--- config.mk ---
export PLATFORM = sky130hd
export DESIGN_NAME = opdec_top
export DESIGN_NICKNAME = d
export VERILOG_FILES = /design/src/rtl/opdec_pkg.sv /design/src/rtl/opdec_classify.sv /design/src/rtl/opdec_resolve.sv /design/src/rtl/opdec_top.sv
export SDC_FILE = /design/constraint.sdc
export NUM_CORES = 1
export LEC_CHECK = 0
export BUFFER_PORTS_ARGS = -buffer_cell sky130_fd_sc_hd__buf_4
export CELL_PAD_IN_SITES_DETAIL_PLACEMENT = 0
export CELL_PAD_IN_SITES_GLOBAL_PLACEMENT = 2
export CORE_MARGIN = 4
export CORE_UTILIZATION = 26
export CTS_CLUSTER_SIZE = 30
export DETAILED_ROUTE_END_ITERATION = 16
export PLACE_DENSITY = 0.8
export SLEW_MARGIN = 30
export SYNTH_ARGS = -nofsm -noshare
export SYNTH_HDL_FRONTEND = slang
export SYNTH_SLANG_ARGS = --single-unit
--- constraint.sdc ---
create_clock -name clk -period 6.32 [get_ports clk]
set_input_delay 1.264 -clock clk [delete_from_list [all_inputs] [get_ports clk]]
set_output_delay 1.264 -clock clk [all_outputs]
set_load 0.01 [all_outputs]
--- src/rtl/opdec_pkg.sv ---
package opdec_pkg;

    parameter int WORD_W    = 16;
    parameter int NUM_REGS  = 8;
    parameter int CODE_W    = 6;
    parameter int DST_W     = 5;
    parameter int REG_IDX_W = $clog2(NUM_REGS);
    parameter int LIT_BIAS  = 33;

    typedef logic [WORD_W-1:0] word_t;

    typedef enum logic [1:0] {
        KIND_REG = 2'd0,
        KIND_MEM = 2'd1,
        KIND_SPR = 2'd2,
        KIND_LIT = 2'd3
    } kind_e;

    typedef enum logic [3:0] {
        MODE_REG,
        MODE_REG_IND,
        MODE_REG_OFS,
        MODE_PUSH,
        MODE_POP,
        MODE_PEEK,
        MODE_PICK,
        MODE_SPR,
        MODE_EXT_IND,
        MODE_EXT_LIT,
        MODE_SHORT_LIT
    } mode_e;

    typedef struct packed {
        mode_e                 mode;
        logic [REG_IDX_W-1:0]  idx;
        logic                  uses_ext;
        word_t                 lit;
    } class_t;

    typedef struct packed {
        kind_e                 kind;
        logic [REG_IDX_W-1:0]  sel;
        word_t                 addr;
        word_t                 value;
        logic                  ext_used;
        logic                  extra_cycle;
        word_t                 sp_next;
        word_t                 pc_next;
        logic                  wr_en;
    } result_t;

    function automatic word_t short_literal(input logic [CODE_W-1:0] c);
        return word_t'(c) - word_t'(LIT_BIAS);
    endfunction

endpackage

--- src/rtl/opdec_classify.sv ---
module opdec_classify
    import opdec_pkg::*;
(
    input  logic [CODE_W-1:0] code,
    input  logic              is_src,
    output class_t            cls
);
    logic [CODE_W-1:0] eff;

    // destination fields are five bits wide; bit 5 is dropped there
    always_comb begin
        eff = is_src ? code : {{(CODE_W-DST_W){1'b0}}, code[DST_W-1:0]};
    end

    always_comb begin
        cls          = '0;
        cls.mode     = MODE_REG;
        cls.idx      = eff[REG_IDX_W-1:0];
        cls.uses_ext = 1'b0;
        cls.lit      = short_literal(eff);
        if (eff[CODE_W-1]) begin
            cls.mode = MODE_SHORT_LIT;
            cls.idx  = '0;
        end else begin
            case (eff[4:3])
                2'd0: cls.mode = MODE_REG;
                2'd1: cls.mode = MODE_REG_IND;
                2'd2: begin
                    cls.mode     = MODE_REG_OFS;
                    cls.uses_ext = 1'b1;
                end
                default: begin
                    cls.idx = '0;
                    case (eff[2:0])
                        3'd0: cls.mode = is_src ? MODE_POP : MODE_PUSH;
                        3'd1: cls.mode = MODE_PEEK;
                        3'd2: begin
                            cls.mode     = MODE_PICK;
                            cls.uses_ext = 1'b1;
                        end
                        3'd3: begin
                            cls.mode = MODE_SPR;
                            cls.idx  = REG_IDX_W'(0);
                        end
                        3'd4: begin
                            cls.mode = MODE_SPR;
                            cls.idx  = REG_IDX_W'(1);
                        end
                        3'd5: begin
                            cls.mode = MODE_SPR;
                            cls.idx  = REG_IDX_W'(2);
                        end
                        3'd6: begin
                            cls.mode     = MODE_EXT_IND;
                            cls.uses_ext = 1'b1;
                        end
                        default: begin
                            cls.mode     = MODE_EXT_LIT;
                            cls.uses_ext = 1'b1;
                        end
                    endcase
                end
            endcase
        end
    end
endmodule

--- src/rtl/opdec_resolve.sv ---
module opdec_resolve
    import opdec_pkg::*;
(
    input  class_t                     cls,
    input  logic [NUM_REGS*WORD_W-1:0] regs,
    input  word_t                      sp,
    input  word_t                      pc,
    input  word_t                      ex,
    input  word_t                      ext,
    output result_t                    res
);
    word_t reg_arr [NUM_REGS];
    word_t sel_reg;
    word_t spr_val;

    for (genvar k = 0; k < NUM_REGS; k++) begin : g_unpack
        assign reg_arr[k] = regs[k*WORD_W +: WORD_W];
    end

    assign sel_reg = reg_arr[cls.idx];

    always_comb begin
        case (cls.idx)
            REG_IDX_W'(0): spr_val = sp;
            REG_IDX_W'(1): spr_val = pc;
            default:       spr_val = ex;
        endcase
    end

    always_comb begin
        res             = '0;
        res.kind        = KIND_MEM;
        res.sel         = '0;
        res.sp_next     = sp;
        res.ext_used    = cls.uses_ext;
        res.extra_cycle = cls.uses_ext;
        res.pc_next     = pc + word_t'(cls.uses_ext);
        case (cls.mode)
            MODE_REG: begin
                res.kind  = KIND_REG;
                res.sel   = cls.idx;
                res.value = sel_reg;
            end
            MODE_REG_IND: begin
                res.sel  = cls.idx;
                res.addr = sel_reg;
            end
            MODE_REG_OFS: begin
                res.sel  = cls.idx;
                res.addr = sel_reg + ext;
            end
            MODE_PUSH: begin
                res.addr    = sp - word_t'(1);
                res.sp_next = sp - word_t'(1);
            end
            MODE_POP: begin
                res.addr    = sp;
                res.sp_next = sp + word_t'(1);
            end
            MODE_PEEK:    res.addr = sp;
            MODE_PICK:    res.addr = sp + ext;
            MODE_SPR: begin
                res.kind  = KIND_SPR;
                res.sel   = cls.idx;
                res.value = spr_val;
            end
            MODE_EXT_IND: res.addr = ext;
            MODE_EXT_LIT: begin
                res.kind  = KIND_LIT;
                res.value = ext;
            end
            default: begin
                res.kind  = KIND_LIT;
                res.value = cls.lit;
            end
        endcase
        res.wr_en = (res.kind != KIND_LIT);
    end
endmodule

--- src/rtl/opdec_top.sv ---
module opdec_top
    import opdec_pkg::*;
(
    input  logic                       clk,
    input  logic                       rst,
    input  logic                       in_valid,
    input  logic [CODE_W-1:0]          in_code,
    input  logic                       in_is_src,
    input  logic [NUM_REGS*WORD_W-1:0] in_regs,
    input  logic [WORD_W-1:0]          in_sp,
    input  logic [WORD_W-1:0]          in_pc,
    input  logic [WORD_W-1:0]          in_ex,
    input  logic [WORD_W-1:0]          in_ext,
    output logic                       out_valid,
    output logic [1:0]                 out_kind,
    output logic [REG_IDX_W-1:0]       out_sel,
    output logic [WORD_W-1:0]          out_addr,
    output logic [WORD_W-1:0]          out_value,
    output logic                       out_ext_used,
    output logic                       out_extra_cycle,
    output logic [WORD_W-1:0]          out_sp_next,
    output logic [WORD_W-1:0]          out_pc_next,
    output logic                       out_wr_en
);
    class_t  cls;
    result_t comb_res;
    result_t res_q;
    logic    valid_q;

    opdec_classify u_classify (
        .code   (in_code),
        .is_src (in_is_src),
        .cls    (cls)
    );

    opdec_resolve u_resolve (
        .cls  (cls),
        .regs (in_regs),
        .sp   (in_sp),
        .pc   (in_pc),
        .ex   (in_ex),
        .ext  (in_ext),
        .res  (comb_res)
    );

    always_ff @(posedge clk) begin
        if (rst) begin
            valid_q <= 1'b0;
            res_q   <= '0;
        end else begin
            valid_q <= in_valid;
            if (in_valid) begin
                res_q <= comb_res;
            end
        end
    end

    assign out_valid       = valid_q;
    assign out_kind        = res_q.kind;
    assign out_sel         = res_q.sel;
    assign out_addr        = res_q.addr;
    assign out_value       = res_q.value;
    assign out_ext_used    = res_q.ext_used;
    assign out_extra_cycle = res_q.extra_cycle;
    assign out_sp_next     = res_q.sp_next;
    assign out_pc_next     = res_q.pc_next;
    assign out_wr_en       = res_q.wr_en;
endmodule

==> results.md, run 1 <==
* Status: finished clean
* Routability cong. at 0.918
* Post_cts resized at 0
* Clk_lat worst skew at 0.34 ns
* Detailed placement HPWL at 26700 um
* Worst Setup EP: out_addr[5]
* Syn avg cell area at 7.08 um^2
* Synth warnings at 0
* Worst Skew at 0 ns
* Final Hold Fails at 0
* Antenna cells at 0
* Fin. max-slew vios at 0
* Total grt overflow at 0
* FMAX at 190 MHz
* Crit end category: register
* Flop-to-flop setup slack at 5.04 ns
* Synth cell count leaders: nand2_1 (183), nor2_1 (111), nand3_1 (77), dfxtp_1 (72), clkbuf_1 (40)
* Share of post-route cells with drive strength above 1 at 0.292
* WL per Instance at between 20 and 25 um
* R2R Path End: out_addr[15]
* Die X-Extent at about 170 um
* Worst Hold Depth at 2
* Switching power at 666 uW
* Worst path top cell family by delay: compound AO/OA/AOI/OAI gates
* Sequential Power Share at 0.283
* Clock slew at reported path FFs at 0.07 ns
* First-pass GRT wire length at 49500 um
* Final worst slack at around 1.0 ns
* CP Launch Type: input port
* Final core utilization at 0.366
* Post-CTS setup repair buffer count at 0
* GRT Util Overall at 0.217
* CP required at roughly 6.5 ns
* Combinational power share at 0.410
* Initial Util at 0.266
* Cell variety after synth at 80
* Post-route minimum period at 5.27 ns
* Cts hold-fix bufs at 0
* Number of DRC markers in iteration 0 at 560
* Vias in the first global route at 8152
* Post-synth EDFFs at 0
* Synth Instances at 988
* Die Y at about 170 um
* Mapped Nets at 1220
* Crit Path Category: in2reg
* Unrepaired setup endpoints after global routing: false
* Synth area leader: dfxtp_1
* # nets final at 1448
* Max clock buf depth at 2
* Port Buffers at 274
* CP Buf/Inv Count at 3
* Row cnt at 59
* Top area cells in the synthesized netlist: dfxtp_1 (21%), nand2_1 (9.8%), nor2_1 (6.0%)
* Root buf cell: clkbuf_16
* FFs w/ async S/R, synth at 0
* Crit path largest cell delay at 0.66 ns
* DP Cell Count at 1540
* Total Wirelength at 33400 um
* Crit share post-route at 0.834
* Leak at 0.00416 uW
* Fillers at 2834
* TNS Setup at 0 ns
* Worst Max-Slew Pin Slew at roughly 0.85 ns
* H-tree levels at 3
* Crit. path cell count at 18
* I/O pin count at between 200 and 300
* Top-count cell post-synth: nand2_1
* Critical path origin: in_code[0]
* Max VDD drop at around 0.12 mV
* TritonRoute pass-1 iters at 7
* Pwr dens at 186 mW/mm^2
* Pin count of the biggest net entering global routing at 84
* Reg2reg start: out_addr[15]
* Yosys reg bits at 72
* Final setup vio count at 0
* Avg Vias per Cell at between 5 and 6
* Slew HR at 0.435
* CTS Sinks at about 70
* Via Count at 8399
* Initial antenna violation count at 1
* CTS tree: done
* Post-synthesis sequential area ratio at 0.206
* Leading register cell type out of synthesis: dfxtp_1
* Area of the mapped netlist at 0.00699 mm^2
* Remaining routing DRC violations at 0
* HP Class: reg2reg
* Worst R2R Path Depth at 6
* Power Internal at 1130 uW
* Clock power share at 0.307
* Max Cap Viol at 0
* DIE AREA at 0.0296 mm^2
* Max FO, Critical Path at 20
* Area Growth Syn to Fin at 37.6%
* Final ANT Viol Nets at 0
* Critical-path top delay cell: a2111oi_0
* Top-area cell type share of the netlist area at 0.206
* Non-filler cells, final at about 1600
* Critical-path cell list: buf_4, inv_1, ha_1, and4_1, o21ai_4, a211oi_1, a311oi_1, a31o_2, nor2_1, a21oi_1, ha_1, a211oi_1, o21ai_0, buf_4, xor2_1, a22o_1, a2111oi_0, o21ai_0
* Core footprint at between 0.02 and 0.03 mm^2
* Num CTS Buffers at 9
* CP arrival at 5.47 ns
* Setup WS pre-CTS at 0.693 ns
* Switching fraction of total power at 0.371
kinds of logic (layout without fill, tap and decap cells):
group / count (synthesis) / in the layout / share of synthesized area
xor gates and xnor gates: 46 / 46 / 0.0576
buffers and inverters: 91 / 324 / 0.0546
muxes: 30 / 30 / 0.0485
and+or+nand+nor: 468 / 468 / 0.310
DFF: 72 / 72 / 0.206
adders and majority gates: 30 / 30 / 0.0548
AOI/OAI and AO/OA: 251 / 251 / 0.268
per-layer routing:
metal,up-vias,GRT usage,share of wire
met1,4004,0.302,0.46
met3,27,0.0343,0.052
li1,4089,-,-
met5,-,0,0.00051
met4,2,0.0383,0.013
met2,277,0.360,0.47
stage by stage:
stage | instance area [um^2] | hold WS [ns] | power, uW
CTS | 9620 | 0.452 | 1810
detailed placement | 9310 | 0.442 | 1250
finish | 9620 | 0.446 | 1790
global placement | 9310 | 0.438 | 1260
floorplan | 6990 | 0.470 | 938
global route | 9620 | 0.475 | 1900
cell usage in the layout (no fill, tap or decap), types with 9 or more instances in the layout:
master | netlist | routed
a22oi_1 | 9 | 9
xor2_1 | 18 | 18
a221oi_1 | 18 | 18
and3_1 | 14 | 14
a222oi_1 | 10 | 10
mux2i_1 | 17 | 17
o211ai_1 | 15 | 15
o21ai_0 | 36 | 35
a21oi_1 | 28 | 28
xnor2_1 | 28 | 28
nand2_1 | 183 | 183
buf_4 | 1 | 293
a211oi_1 | 38 | 38
clkbuf_16 | 0 | 9
a311oi_1 | 11 | 11
dfxtp_1 | 72 | 72
nor3_1 | 24 | 24
ha_1 | 29 | 29
nand3_1 | 77 | 77
mux2_2 | 11 | 11
inv_1 | 13 | 13
nor2_1 | 111 | 109
a31oi_1 | 13 | 13
power groups by stage:
stage          Sequential, uW  Clock [uW]  Combinational (uW)
2_1_floorplan             530           0                 409
5_1_grt                   512         584                 807
3_3_place_gp              518           0                 740
4_1_cts                   508         565                 740
6_report                  508         550                 735
3_5_place_dp              518           0                 736
sequential cells by signal, summed over array words and instances, names as in the netlist:
signal,cells
out_sel,3
out_extra_cycle,1
out_pc_next,16
out_valid,1
out_addr,16
out_kind,2
out_wr_en,1
out_value,16
out_sp_next,16
worst min-delay path by stage:
stage | startpoint | endpoint
after floorplan | out_sp_next[11] | out_sp_next[11]
after global placement | out_sp_next[11] | out_sp_next[11]
after detailed placement | out_sp_next[11] | out_sp_next[11]
after CTS | out_sp_next[11] | out_sp_next[11]
after global routing | out_sp_next[11] | out_sp_next[11]
final | out_sp_next[11] | out_sp_next[11]
final cells by class:
type | count | area (um^2) | area share
Clock buffer | 9 | 225 | 0.0234
Clock inverter | 7 | 83.8 | 0.00871
Inverter | 14 | 52.6 | 0.00546
Multi-Input combinational cell | 825 | 5190 | 0.539
Sequential cell | 72 | 1440 | 0.150
Tap cell | 335 | 419 | 0.0436
Timing Repair Buffer | 294 | 2210 | 0.230
worst reg2reg max path, cell delays in order, from the launching register on:
cell     delay [ns]
dfxtp_1        0.39
nor2_1         0.06
nor2_1         0.11
o41ai_1        0.14
nor4b_1        0.34
mux2i_1        0.11
nand2_1        0.07
(Power assumes the default switching activity.)
==> run 2: changes to the inputs <==
- CORE_UTILIZATION: 26 -> 24
- PLACE_DENSITY: 0.8 -> 0.78
- clock period: 6.32 -> 4.6 ns (I/O delays scaled with it)
==> run 2 against run 1 <==
Net effect:
- first-iteration DRC count rose by 14%
- non-clock buffer count rose by 73
- setup slack got worse by 0.79 ns
- design area rose by 7.0%
- sequential share of layout area fell by 0.97 points
- total power rose by 42%
- global-route usage fell by 0.75 points
- utilization fell by 0.76 points
- critical path depth rose by 2
- via count rose by 2.8%
- register-to-register slack got worse by 1.7 ns
- largest cell class unchanged
==> results.md, run 2 (synthesis results as in run 1) <==
* Status: finished clean
* Worst R2R Path Depth at 6 (unchanged)
* Remaining routing DRC violations at 0 (unchanged)
* WHS at 0.459 ns (+0.0129 ns)
* Total grt overflow at 0 (unchanged)
* Non-filler cells, final at 1678 (+7.8%)
* HP Class: reg2reg
* First-pass GRT wire length at 51500 um (+4.0%)
* Max FO, Critical Path at 6 (-70%)
* Commonest non-fill, non-tap cells in the layout: buf_4 (362), nand2_1 (183), nor2_1 (109), nand3_1 (77), dfxtp_1 (72)
* Clk_lat worst skew at 0.35 ns (about the same)
* Slew HR at 0.515 (+0.0799)
* Number of DRC markers in iteration 0 at 637 (+14%)
* Crit share post-route at 0.943
* # nets final at 1521 (+5.0%)
* WL per Instance at 20.8 um (-3.3%)
* FMAX at 230 MHz
* GRT Util Overall at 0.210 (-0.00752)
* Max Cap Viol at 0 (unchanged)
* Final Hold Fails at 0 (unchanged)
* Flop-to-flop setup slack at 3.35 ns (-1.69 ns)
* Vias in the first global route at 8666 (+6.3%)
* Initial Util at 0.244 (-0.0225)
* Initial antenna violation count at 2 (+1)
* Die Y at 179 um (+3.9%)
* Avg Vias per Cell at 5.15 (-4.7%)
* Post-route minimum period at 4.34 ns
* Worst Skew at 0 ns (unchanged)
* Num CTS Buffers at 9 (unchanged)
* Final ANT Viol Nets at 0 (unchanged)
* Worst Setup EP: out_addr[12]
* R2R Path End: out_addr[15]
* Reg2reg start: out_addr[15]
* CP required at 4.81 ns (-1.71 ns)
* DP Cell Count at 1662 (+7.9%)
* Pin count of the biggest net entering global routing at 60 (-29%)
* CP Launch Type: input port
* DIE AREA at 0.0319 mm^2 (+7.9%)
* Via Count at 8636 (+2.8%)
* Port Buffers at 274 (unchanged)
* Crit Path Category: in2reg
* Clock power share at 0.280 (-0.027)
* Leak at 0.00452 uW (+8.6%)
* Sequential Power Share at 0.275 (-0.008)
* Switching fraction of total power at 0.379 (+0.00735)
* Core footprint at 0.0287 mm^2 (+9.2%)
* Root buf cell: clkbuf_16
* Max clock buf depth at 2 (unchanged)
* Max VDD drop at 0.182 mV (+54%)
* CTS tree: done
* Fin. max-slew vios at 0 (unchanged)
* Routability cong. at 0.941 (+2.6%)
* Detailed placement HPWL at 28400 um (+6.1%)
* Pwr dens at 247 mW/mm^2 (+32%)
* H-tree levels at 3 (unchanged)
* Worst Max-Slew Pin Slew at 0.728 ns (-0.120 ns)
* CTS Sinks at 72 (unchanged)
* Crit end category: register
* Antenna cells at 0 (unchanged)
* Power Internal at 1580 uW (+40%)
* Final core utilization at 0.359 (-0.00758)
* Die X-Extent at 179 um (+3.9%)
* Switching power at 962 uW (+44%)
* I/O pin count at 275 (unchanged)
* Area Growth Syn to Fin at 47.2%
* Final setup vio count at 0 (unchanged)
* Total Wirelength at 34800 um (+4.3%)
* Critical path origin: in_code[1]
* Clock slew at reported path FFs at 0.06 ns (about the same)
* Row cnt at 62 (+5.1%)
* CP arrival at 4.55 ns (-0.92 ns)
* TritonRoute pass-1 iters at 5 (-2)
* Combinational power share at 0.445 (+0.035)
* Commonest non-fill, non-tap cell in the layout: buf_4
* Unrepaired setup endpoints after global routing: false
* Post-CTS setup repair buffer count at 0 (unchanged)
* Share of post-route cells with drive strength above 1 at 0.335 (+0.0438)
-- run 2: area by class of cell --
cell class                 count  area [um^2]
tap                          384          480
clock buffer                   9          225
clock inverter                 7         60.1
fill                        3175        18400
inverter                      14         52.6
timing repair buffer         367         2820
sequential                    72         1440
multi-input combinational    825         5220
-- run 2: worst max-delay path, stage by stage --
cell and delay, ns:
buf_4 0.11, inv_1 0.09, ha_1 0.29, and4_1 0.29, o21ai_2 0.09, a211oi_1 0.24, a311oi_1 0.09, a31o_2 0.26
nor2_1 0.09, a21oi_1 0.05, ha_1 0.22, fa_1 0.41, a21o_1 0.19, a21oi_2 0.16, o211ai_1 0.18, nand3_1 0.12
a41oi_1 0.19, xor2_1 0.20, a221oi_1 0.30, nor3_1 0.07
-- run 2: power by group through the flow --
stage | logic, uW | clock network [uW] | registers (uW)
detailed placement | 1120 | 0 | 713
CTS | 1130 | 732 | 699
finish | 1130 | 711 | 699
global route | 1230 | 753 | 705
global placement | 1120 | 0 | 714
floorplan | 564 | 0 | 728
-- run 2: stage by stage --
stage               area (um^2)  TNS [ns]  power [uW]  setup WS (ns)
global placement           9990    -0.474        1830         -0.337
detailed placement         9990    -0.591        1830         -0.299
floorplan                  7000         0        1290         0.0217
CTS                       10300         0        2560         0.0199
finish                    10300         0        2540          0.261
global route              10300         0        2690         0.0397
-- run 2: worst min-delay path by stage --
stage          cells after the start  slack [ns]               to             from
2_1_floorplan                      2        0.47  out_sp_next[11]  out_sp_next[11]
3_3_place_gp                       1        0.44      out_addr[1]      out_addr[1]
3_5_place_dp                       2        0.45  out_sp_next[11]  out_sp_next[11]
4_1_cts                            2        0.46  out_sp_next[11]  out_sp_next[11]
5_1_grt                            2        0.49     out_value[5]     out_value[5]
6_report                           2        0.46   out_sp_next[4]   out_sp_next[4]
-- run 2: timing repair --
action,4_1_cts,5_1_grt
hold buffers,0,0
setup endpoints to repair,0,3
gates resized for setup,0,4
-- run 2: metal layers --
| metal | vias up | track usage | share of wire |
|---|---|---|---|
| met1 | 4101 | 0.280 | 0.45 |
| met2 | 265 | 0.357 | 0.48 |
| li1 | 4228 | - | - |
| met4 | 4 | 0.0409 | 0.016 |
| met5 | - | 0 | 0.00080 |
| met3 | 38 | 0.0365 | 0.055 |
